==> src/rtl/irq_sampler_pkg.sv <==
package irq_sampler_pkg;

    // number of external interrupt pins feeding the low source numbers
    localparam int EXT_COUNT = 2;

    typedef enum logic {
        PIN_HIGH = 1'b0,
        PIN_LOW  = 1'b1
    } pin_state_t;

    typedef enum logic {
        CTL_EXEC   = 1'b0,
        CTL_VECTOR = 1'b1
    } ctl_state_t;

endpackage

==> src/rtl/irq_pin_front.sv <==
module irq_pin_front
    import irq_sampler_pkg::*;
(
    input  logic clk,
    input  logic rst_n,
    input  logic pin_n,
    input  logic edge_mode,
    input  logic clr,
    output logic flag
);

    logic       sync_a_q;
    logic       sync_b_q;
    pin_state_t pst_q;
    pin_state_t pst_d;
    logic       fall;
    logic       flag_q;

    // two-flop synchronizer, idles high (pin released)
    always_ff @(posedge clk) begin
        if (!rst_n) begin
            sync_a_q <= 1'b1;
            sync_b_q <= 1'b1;
        end else begin
            sync_a_q <= pin_n;
            sync_b_q <= sync_a_q;
        end
    end

    // level tracker: PIN_HIGH -> PIN_LOW marks a falling edge
    always_comb begin
        pst_d = pst_q;
        unique case (pst_q)
            PIN_HIGH: if (!sync_b_q) pst_d = PIN_LOW;
            PIN_LOW:  if (sync_b_q)  pst_d = PIN_HIGH;
        endcase
    end

    always_ff @(posedge clk) begin
        if (!rst_n) pst_q <= PIN_HIGH;
        else        pst_q <= pst_d;
    end

    assign fall = (pst_q == PIN_HIGH) && (pst_d == PIN_LOW);

    // flag: sticky in edge mode until taken, transparent in level mode
    always_ff @(posedge clk) begin
        if (!rst_n)         flag_q <= 1'b0;
        else if (edge_mode) flag_q <= fall | (flag_q & ~clr);
        else                flag_q <= ~sync_b_q;
    end

    assign flag = flag_q;

endmodule

==> src/rtl/irq_prio_pick.sv <==
module irq_prio_pick #(
    parameter int NUM_SRC = 6,
    parameter int VEC_W   = 3
) (
    input  logic [NUM_SRC-1:0] req,
    output logic               any,
    output logic [VEC_W-1:0]   idx,
    output logic [NUM_SRC-1:0] hit
);

    logic [NUM_SRC:0] seen;

    assign seen[0] = 1'b0;

    // ripple chain: a source hits only if no lower-numbered one requests
    for (genvar g = 0; g < NUM_SRC; g++) begin : g_chain
        assign hit[g]    = req[g] & ~seen[g];
        assign seen[g+1] = seen[g] | req[g];
    end

    assign any = seen[NUM_SRC];

    always_comb begin
        idx = '0;
        for (int i = 0; i < NUM_SRC; i++) begin
            if (hit[i]) idx = VEC_W'(i);
        end
    end

endmodule

==> src/rtl/irq_poll_ctrl.sv <==
module irq_poll_ctrl
    import irq_sampler_pkg::*;
#(
    parameter int NUM_SRC = 6,
    parameter int VEC_W   = 3
) (
    input  logic               clk,
    input  logic               rst_n,
    input  logic               poll,
    input  logic               any,
    input  logic [VEC_W-1:0]   idx,
    input  logic [NUM_SRC-1:0] hit,
    output logic [NUM_SRC-1:0] clr,
    output logic               svc_req,
    output logic [VEC_W-1:0]   svc_vec
);

    ctl_state_t       state_q;
    ctl_state_t       state_d;
    logic             take;
    logic [VEC_W-1:0] vec_q;

    assign take = poll & any;

    always_comb begin
        state_d = state_q;
        unique case (state_q)
            CTL_EXEC:   state_d = take ? CTL_VECTOR : CTL_EXEC;
            CTL_VECTOR: state_d = take ? CTL_VECTOR : CTL_EXEC;
        endcase
    end

    always_ff @(posedge clk) begin
        if (!rst_n) state_q <= CTL_EXEC;
        else        state_q <= state_d;
    end

    // output process: vector registered alongside the strobe state
    always_ff @(posedge clk) begin
        if (!rst_n)    vec_q <= '0;
        else if (take) vec_q <= idx;
        else           vec_q <= '0;
    end

    assign svc_req = (state_q == CTL_VECTOR);
    assign svc_vec = vec_q;
    assign clr     = take ? hit : '0;

endmodule

==> src/rtl/irq_boundary_sampler.sv <==
module irq_boundary_sampler
    import irq_sampler_pkg::*;
#(
    parameter  int NUM_PERIPH = 4,
    localparam int NUM_SRC    = EXT_COUNT + NUM_PERIPH,
    localparam int VEC_W      = $clog2(NUM_SRC)
) (
    input  logic                  clk,
    input  logic                  rst_n,
    input  logic [EXT_COUNT-1:0]  ext_irq_n,
    input  logic [EXT_COUNT-1:0]  ext_edge_mode,
    input  logic [NUM_PERIPH-1:0] periph_req,
    input  logic [NUM_SRC-1:0]    src_en,
    input  logic                  global_en,
    input  logic                  last_cycle,
    input  logic                  single_cycle,
    output logic                  svc_req,
    output logic [VEC_W-1:0]      svc_vec
);

    logic [NUM_SRC-1:0]    flag;
    logic [NUM_SRC-1:0]    snap_q;
    logic [NUM_SRC-1:0]    cand;
    logic [NUM_SRC-1:0]    hit;
    logic [NUM_SRC-1:0]    clr;
    logic [NUM_PERIPH-1:0] pflag_q;
    logic                  any;
    logic [VEC_W-1:0]      idx;
    logic                  poll;

    for (genvar e = 0; e < EXT_COUNT; e++) begin : g_ext
        irq_pin_front u_front (
            .clk       (clk),
            .rst_n     (rst_n),
            .pin_n     (ext_irq_n[e]),
            .edge_mode (ext_edge_mode[e]),
            .clr       (clr[e]),
            .flag      (flag[e])
        );
    end

    always_ff @(posedge clk) begin
        if (!rst_n) pflag_q <= '0;
        else        pflag_q <= periph_req;
    end

    assign flag[NUM_SRC-1:EXT_COUNT] = pflag_q;

    // flags as they stood in the cycle before the poll point
    always_ff @(posedge clk) begin
        if (!rst_n) snap_q <= '0;
        else        snap_q <= flag;
    end

    assign poll = last_cycle | single_cycle;
    assign cand = snap_q & flag & src_en & {NUM_SRC{global_en}};

    irq_prio_pick #(.NUM_SRC(NUM_SRC), .VEC_W(VEC_W)) u_pick (
        .req (cand),
        .any (any),
        .idx (idx),
        .hit (hit)
    );

    irq_poll_ctrl #(.NUM_SRC(NUM_SRC), .VEC_W(VEC_W)) u_ctrl (
        .clk     (clk),
        .rst_n   (rst_n),
        .poll    (poll),
        .any     (any),
        .idx     (idx),
        .hit     (hit),
        .clr     (clr),
        .svc_req (svc_req),
        .svc_vec (svc_vec)
    );

endmodule

==> config.mk <==
export PLATFORM = sky130hd
export DESIGN_NAME = irq_boundary_sampler
export DESIGN_NICKNAME = d
export VERILOG_FILES = /design/src/rtl/irq_sampler_pkg.sv /design/src/rtl/irq_pin_front.sv /design/src/rtl/irq_prio_pick.sv /design/src/rtl/irq_poll_ctrl.sv /design/src/rtl/irq_boundary_sampler.sv
export SDC_FILE = /design/constraint.sdc
export NUM_CORES = 1
export LEC_CHECK = 0
export ABC_AREA = 0
export BUFFER_PORTS_ARGS = -buffer_cell sky130_fd_sc_hd__buf_2
export CAP_MARGIN = 20
export CORE_UTILIZATION = 42
export DETAILED_ROUTE_END_ITERATION = 10
export GPL_TIMING_DRIVEN = 0
export PLACE_DENSITY = 0.7
export SYNTH_ARGS = -nofsm -noshare
export SYNTH_HDL_FRONTEND = slang
export SYNTH_SLANG_ARGS = --single-unit
==> constraint.sdc <==
create_clock -name clk -period 1 [get_ports clk]
set_input_delay 0.05 -clock clk [delete_from_list [all_inputs] [get_ports clk]]
set_output_delay 0.05 -clock clk [all_outputs]
set_load 0.005 [all_outputs]
* After elaboration in Yosys (flattened, before gate mapping)
Cells that the tools add are included.
** Word-level totals
- Register bits after elaboration :: 22
- Input bits :: 19
- Logic and storage cells :: 60
** Cells by class
- Mux-type cells :: 11
- Bitwise gates (word level) :: 32
- Reductions and logical operators :: 4
** Operators with widths (count)
- bitwise AND 6 bit :: 3
- NOT 1 bit :: 13
- 2-to-1 mux 3 bit :: 3
- bitwise AND 1 bit :: 8
- bitwise OR 1 bit :: 8
- 2-to-1 mux 1 bit :: 6
- 2-to-1 mux 2 bit :: 2
- OR reduction 4 bit :: 1
- logical AND 1 bit :: 2
- AND reduction 2 bit :: 1

* Logic depth before layout (Yosys ltp)
- Word-level depth :: 14
- Mapped depth :: 3
- Depth with buffers taken out :: 3

* Modules after synthesis
Synthesis repeated with hierarchy kept, for this count alone.
** Unflattened totals
- Cell total of the unflattened synthesis :: 78
- Area total of the unflattened synthesis :: 819.5 µm²
** By module, submodules not included
- irq_boundary_sampler :: instances 1, cells an instance 27, area each 321.6 µm², sequential area each 200.2 µm²
- irq_pin_front :: instances 2, cells an instance 10, area each 122.6 µm², sequential area each 80.1 µm²
- irq_poll_ctrl :: instances 1, cells an instance 14, area each 158.9 µm², sequential area each 80.1 µm²
- irq_prio_pick :: instances 1, cells an instance 17, area each 93.8 µm², sequential area each 0.0 µm²

* Worst setup path before layout
OpenSTA, ideal clock, no wires.
- Path kind :: register -> register
- Start :: reg g_ext[0].u_front.flag_q
- End :: reg g_ext[0].u_front.flag_q
- Library setup time :: 0.117 ns
- Arrival :: 0.864 ns
- Data required time :: 0.883 ns
- Slack :: 0.018 ns
- Stages on the path, launching flop included :: 4
- Path buffers :: 0
- Cell sequence :: dfxtp_1 nand4_2 o21bai_1 a32o_1
** On the way
- Cells in the longest elaborated chain, start to end :: 14
** Ends and longest elaborated chain
- start, declared :: RTL line irq_pin_front.sv:17 : logic flag_q;
- start signal, assigned :: RTL line irq_pin_front.sv:49 : else if (edge_mode) flag_q <= fall | (flag_q & ~clr);
- start signal, assigned :: RTL line irq_pin_front.sv:50 : else flag_q <= ~sync_b_q;
- bitwise AND 6 bit (3 in series) :: RTL line irq_boundary_sampler.sv:56 : assign cand = snap_q & flag & src_en & {NUM_SRC{global_en}};
- bitwise OR 1 bit (5 in series) :: RTL line irq_prio_pick.sv:18 : assign seen[g+1] = seen[g] | req[g];
- bitwise AND 1 bit :: RTL line irq_poll_ctrl.sv:23 : assign take = poll & any;
- 2-to-1 mux 2 bit :: RTL line irq_poll_ctrl.sv:47 : assign clr = take ? hit : '0;
- NOT 1 bit :: RTL line irq_pin_front.sv:49
- bitwise AND 1 bit (*) :: RTL line irq_pin_front.sv:49
- bitwise OR 1 bit (*) :: RTL line irq_pin_front.sv:49
- 2-to-1 mux 1 bit (*) :: RTL line irq_pin_front.sv:49
Mark *: on every way between the ends. The rest lies on a longest branch, timed or not.
A chain may end at the register's enable or synchronous reset.

* Worst setup path after layout
- Start :: reg g_ext[1].u_front.flag_q
- End :: reg g_ext[1].u_front.flag_q
** On the way
- Cells in the longest elaborated chain, start to end :: 14
- Elaborated cells on any way between the ends :: 15
- Those cells by class :: 2 x mux; 13 x bitwise
** Ends and longest elaborated chain (RTL line)
- start, declared :: irq_pin_front.sv:17
- start signal, assigned :: irq_pin_front.sv:49
- start signal, assigned :: irq_pin_front.sv:50
- bitwise AND 6 bit (3 in series) :: irq_boundary_sampler.sv:56
- bitwise OR 1 bit (5 in series) :: irq_prio_pick.sv:18
- bitwise AND 1 bit :: irq_poll_ctrl.sv:23
- 2-to-1 mux 2 bit :: irq_poll_ctrl.sv:47
- NOT 1 bit :: irq_pin_front.sv:49
- bitwise AND 1 bit (*) :: irq_pin_front.sv:49
- bitwise OR 1 bit (*) :: irq_pin_front.sv:49
- 2-to-1 mux 1 bit (*) :: irq_pin_front.sv:49
Marked as above.

==> impl_metrics.ini <==
[run_status]
outcome = finished, violations left
failed_checks = design-rule violations

[floorplanning]
dieHeight_um = 43.5
core.rowCount = 14
ios = 23
die_area_sq_um = 1890
start_util_pct = 46.5
fp.coreArea_sq_um = 1560
die_width_um = 43.5

[routing]
wl_um = 1450
detail_route.drc_violations = 6
final_antenna_net_count = 0
routedWlPerCell_um = 12.4
initialDrtViolationCount = 15
detail_route.vias_per_cell = 5.17
detailroute.via_count = 605
first_pass_iteration_count_of_the_detailed_router = 7

[finish]
layout-drive-gt1-share_pct = 39.6
final_cell_count_without_fillers = 117
antenna-diode-count = 0
nNetsFinal = 121
n_fill_cell = 134
area_delta_synth_final_pct = 40.8

[power]
static-leakage-power_uw = 0.000438
ir_worst_vdd_mv = 0.935
comb_pwr_share_pct = 7.7
power-per-cell-area_nw_per_um2 = 1470
clockPowerShare_pct = 30.8
p_int_uw = 1200
p_sw_uw = 301
fraction_of_power_consumed_by_sequential_logic_pct = 61.5
switching_fraction_pct = 20.1

[yosys]
synth_async_sr_flop_share_pct = 0
synthesis.area_sq_um = 724
post_synth.cell_area_avg_sq_um = 11.3
synth_edf_count = 0
yosysTopAreaCellShare_pct = 60.8
yosysMostFrequentCell = dfxtp_1
synth-seq-cells = 22
ys_types = 23
synth-main-ff-cell = dfxtp_1
biggest_area_consumer_among_synthesized_cells = dfxtp_1
seq_area_frac_synth_pct = 60.8
synth_area_leaders = dfxtp_1 (61%), and2_1 (8.6%), nand2b_1 (3.5%)
syn_nets = 83
synth_common_cells = dfxtp_1 (22), and2_1 (10), nand2b_1 (4)
ys.warnings.count = 0
synth_cells = 64

[setup_path]
timing.critical_path.required_ns = 1.19
timing.critical_path.from_type = flip-flop
cp.arrival_ns = 1.18
worst-path-max-fanout = 3
crit_path_end_kind = flip-flop
timing.setup.critical_path_class = reg2reg

[cts]
numCtsBuffers = 3
clock_sinks = 22
cts_root_buf = clkbuf_4
clock_insertion_delay_worst_skew_ns = 0.29
clock_tree.htree_level_count = 1
cts.reportedPaths.clkPinSlew_ns = 0.11
cts_tree = done
cts-root-to-sink-buffers = 2

[placed_design]
routability_congestion = 0.660
dp_cells = 102
dp.final_hpwl_um = 986
io_buffer_count = 22
pre_cts_ws_ns = -0.0716

[timing]
unrepaired_setup_endpoints_after_global_routing = yes
timing.final.hold_violations = 0
actual_transition_at_the_worst_max_transition_pin_ns = 0.364
clock_skew_ns = 0.00239
slew_violations = 0
setup_viol_count_final = 0
relSlewSlack_pct = 75.7
layout_min_cycle_time_ns = 0.991
timing.final.crit_share_pct = 99.1
finalWorstSetupSlack_ns = 0.00913
fmaxAchievable_ghz = 1.01

[global_route]
grt_pass1_vias = 584
largest_net_degree_at_the_start_of_global_routing = 13
grt_remaining_overflow = 0
antenna_found_initial = 0
track_usage_pct = 17.0
grt_pass1_wl_um = 2370

[run]
drv_cap = 0

[hold_path]
min-delay-path-class = in2reg
-- power by group through the flow --
stage,Combinational (uW),Sequential (uW),Clock [uW]
after floorplan,35.2,934,0
after global placement,85.1,936,0
after detailed placement,88.6,938,0
after CTS,112,920,475
after global routing,126,924,500
final,115,921,461
-- state kept, by name (all words and copies together) (netlist names) --
signal	count
g_ext.u_front.flag	2
snap_q	6
u_ctrl.svc_vec	3
g_ext.u_front.sync_b_q	2
g_ext.u_front.pst_q	2
u_ctrl.svc_req	1
pflag_q	4
g_ext.u_front.sync_a_q	2
-- critical path: stages, from the launching register on --
cell      delay (ns)
dfxtp_2         0.34
and4_4          0.24
o211ai_1        0.09
a32o_1          0.23
-- layer usage --
layer | track usage, % | up-vias | part of all wire, %
li1 | - | 301 | -
met1 | 18.2 | 284 | 40
met2 | 32.4 | 16 | 55
met3 | 2.92 | 4 | 4.3
met4 | 7.50 | 0 | 1.3
met5 | 0 | - | 0
-- stage by stage --
step                      hold WS, ns  TNS [ns]  total power (uW)  utilization, %  cell area [sq um]
after detailed placement        0.236    -0.126              1030            54.8                855
after global placement          0.230   -0.0727              1020            54.8                855
after global routing           0.0352   -0.0326              1550            65.4               1020
final                          0.0340         0              1500            65.4               1020
after floorplan                 0.123         0               970               -                724
after CTS                      0.0212  -0.00337              1510            63.7                993
-- what timing repair did --
item | CTS | global route
buffers inserted | 1 | 3
hold buffers | 7 | 0
pin swaps | 2 | 2
resized for setup | 6 | 2
endpoints found under the setup margin | 4 | 4
endpoints found under the hold margin | 8 | 0
-- final cells by class --
cell class                      count  area (sq um)  area share (%)
Sequential cell                    22           444            43.6
Clock buffer                        4          36.3            3.56
Tap cell                           16          20.0            1.96
Buffer                              1          3.75           0.368
Multi-Input combinational cell     41           305            29.9
Timing Repair Buffer               33           210            20.6
-- path summary, 6_finish.rpt --
| kind | start | endpoint | slack [ns] | cells past startpoint |
|---|---|---|---|---|
| min reg2reg | g_ext[1].u_front.sync_b_q$_SDFF_PN1_ | g_ext[1].u_front.pst_q$_SDFF_PN0_ | 0.41 | 1 |
| min | ext_edge_mode[1] | g_ext[1].u_front.flag$_SDFF_PN0_ | 0.03 | 2 |
| max | g_ext[1].u_front.flag$_SDFF_PN0_ | g_ext[1].u_front.flag$_SDFF_PN0_ | 0.009 | 3 |
| max reg2reg | g_ext[1].u_front.flag$_SDFF_PN0_ | g_ext[1].u_front.flag$_SDFF_PN0_ | 0.009 | 3 |
-- cells in the final DEF, fill, tap and decap left out, types with 2 or more instances in the layout --
cell type	instances
buf_2	22
dfxtp_1	19
and2_1	10
dlygate4sd3_1	7
nand2b_1	4
buf_4	4
and4_4	3
nor2b_1	3
nand2_1	3
clkbuf_4	3
dfxtp_2	3
nand4_1	2
nand3_1	2
o21ai_0	2
a32o_1	2
nor3b_2	2
-- kinds of logic after synthesis --
kind of cell	share of synthesized area, %
AND/OR/NAND/NOR	28.7
flip-flops	60.8
AO/OA/AOI/OAI	10.0
buffers and inverters	0.518
Power figures use the tool's default switching activity.
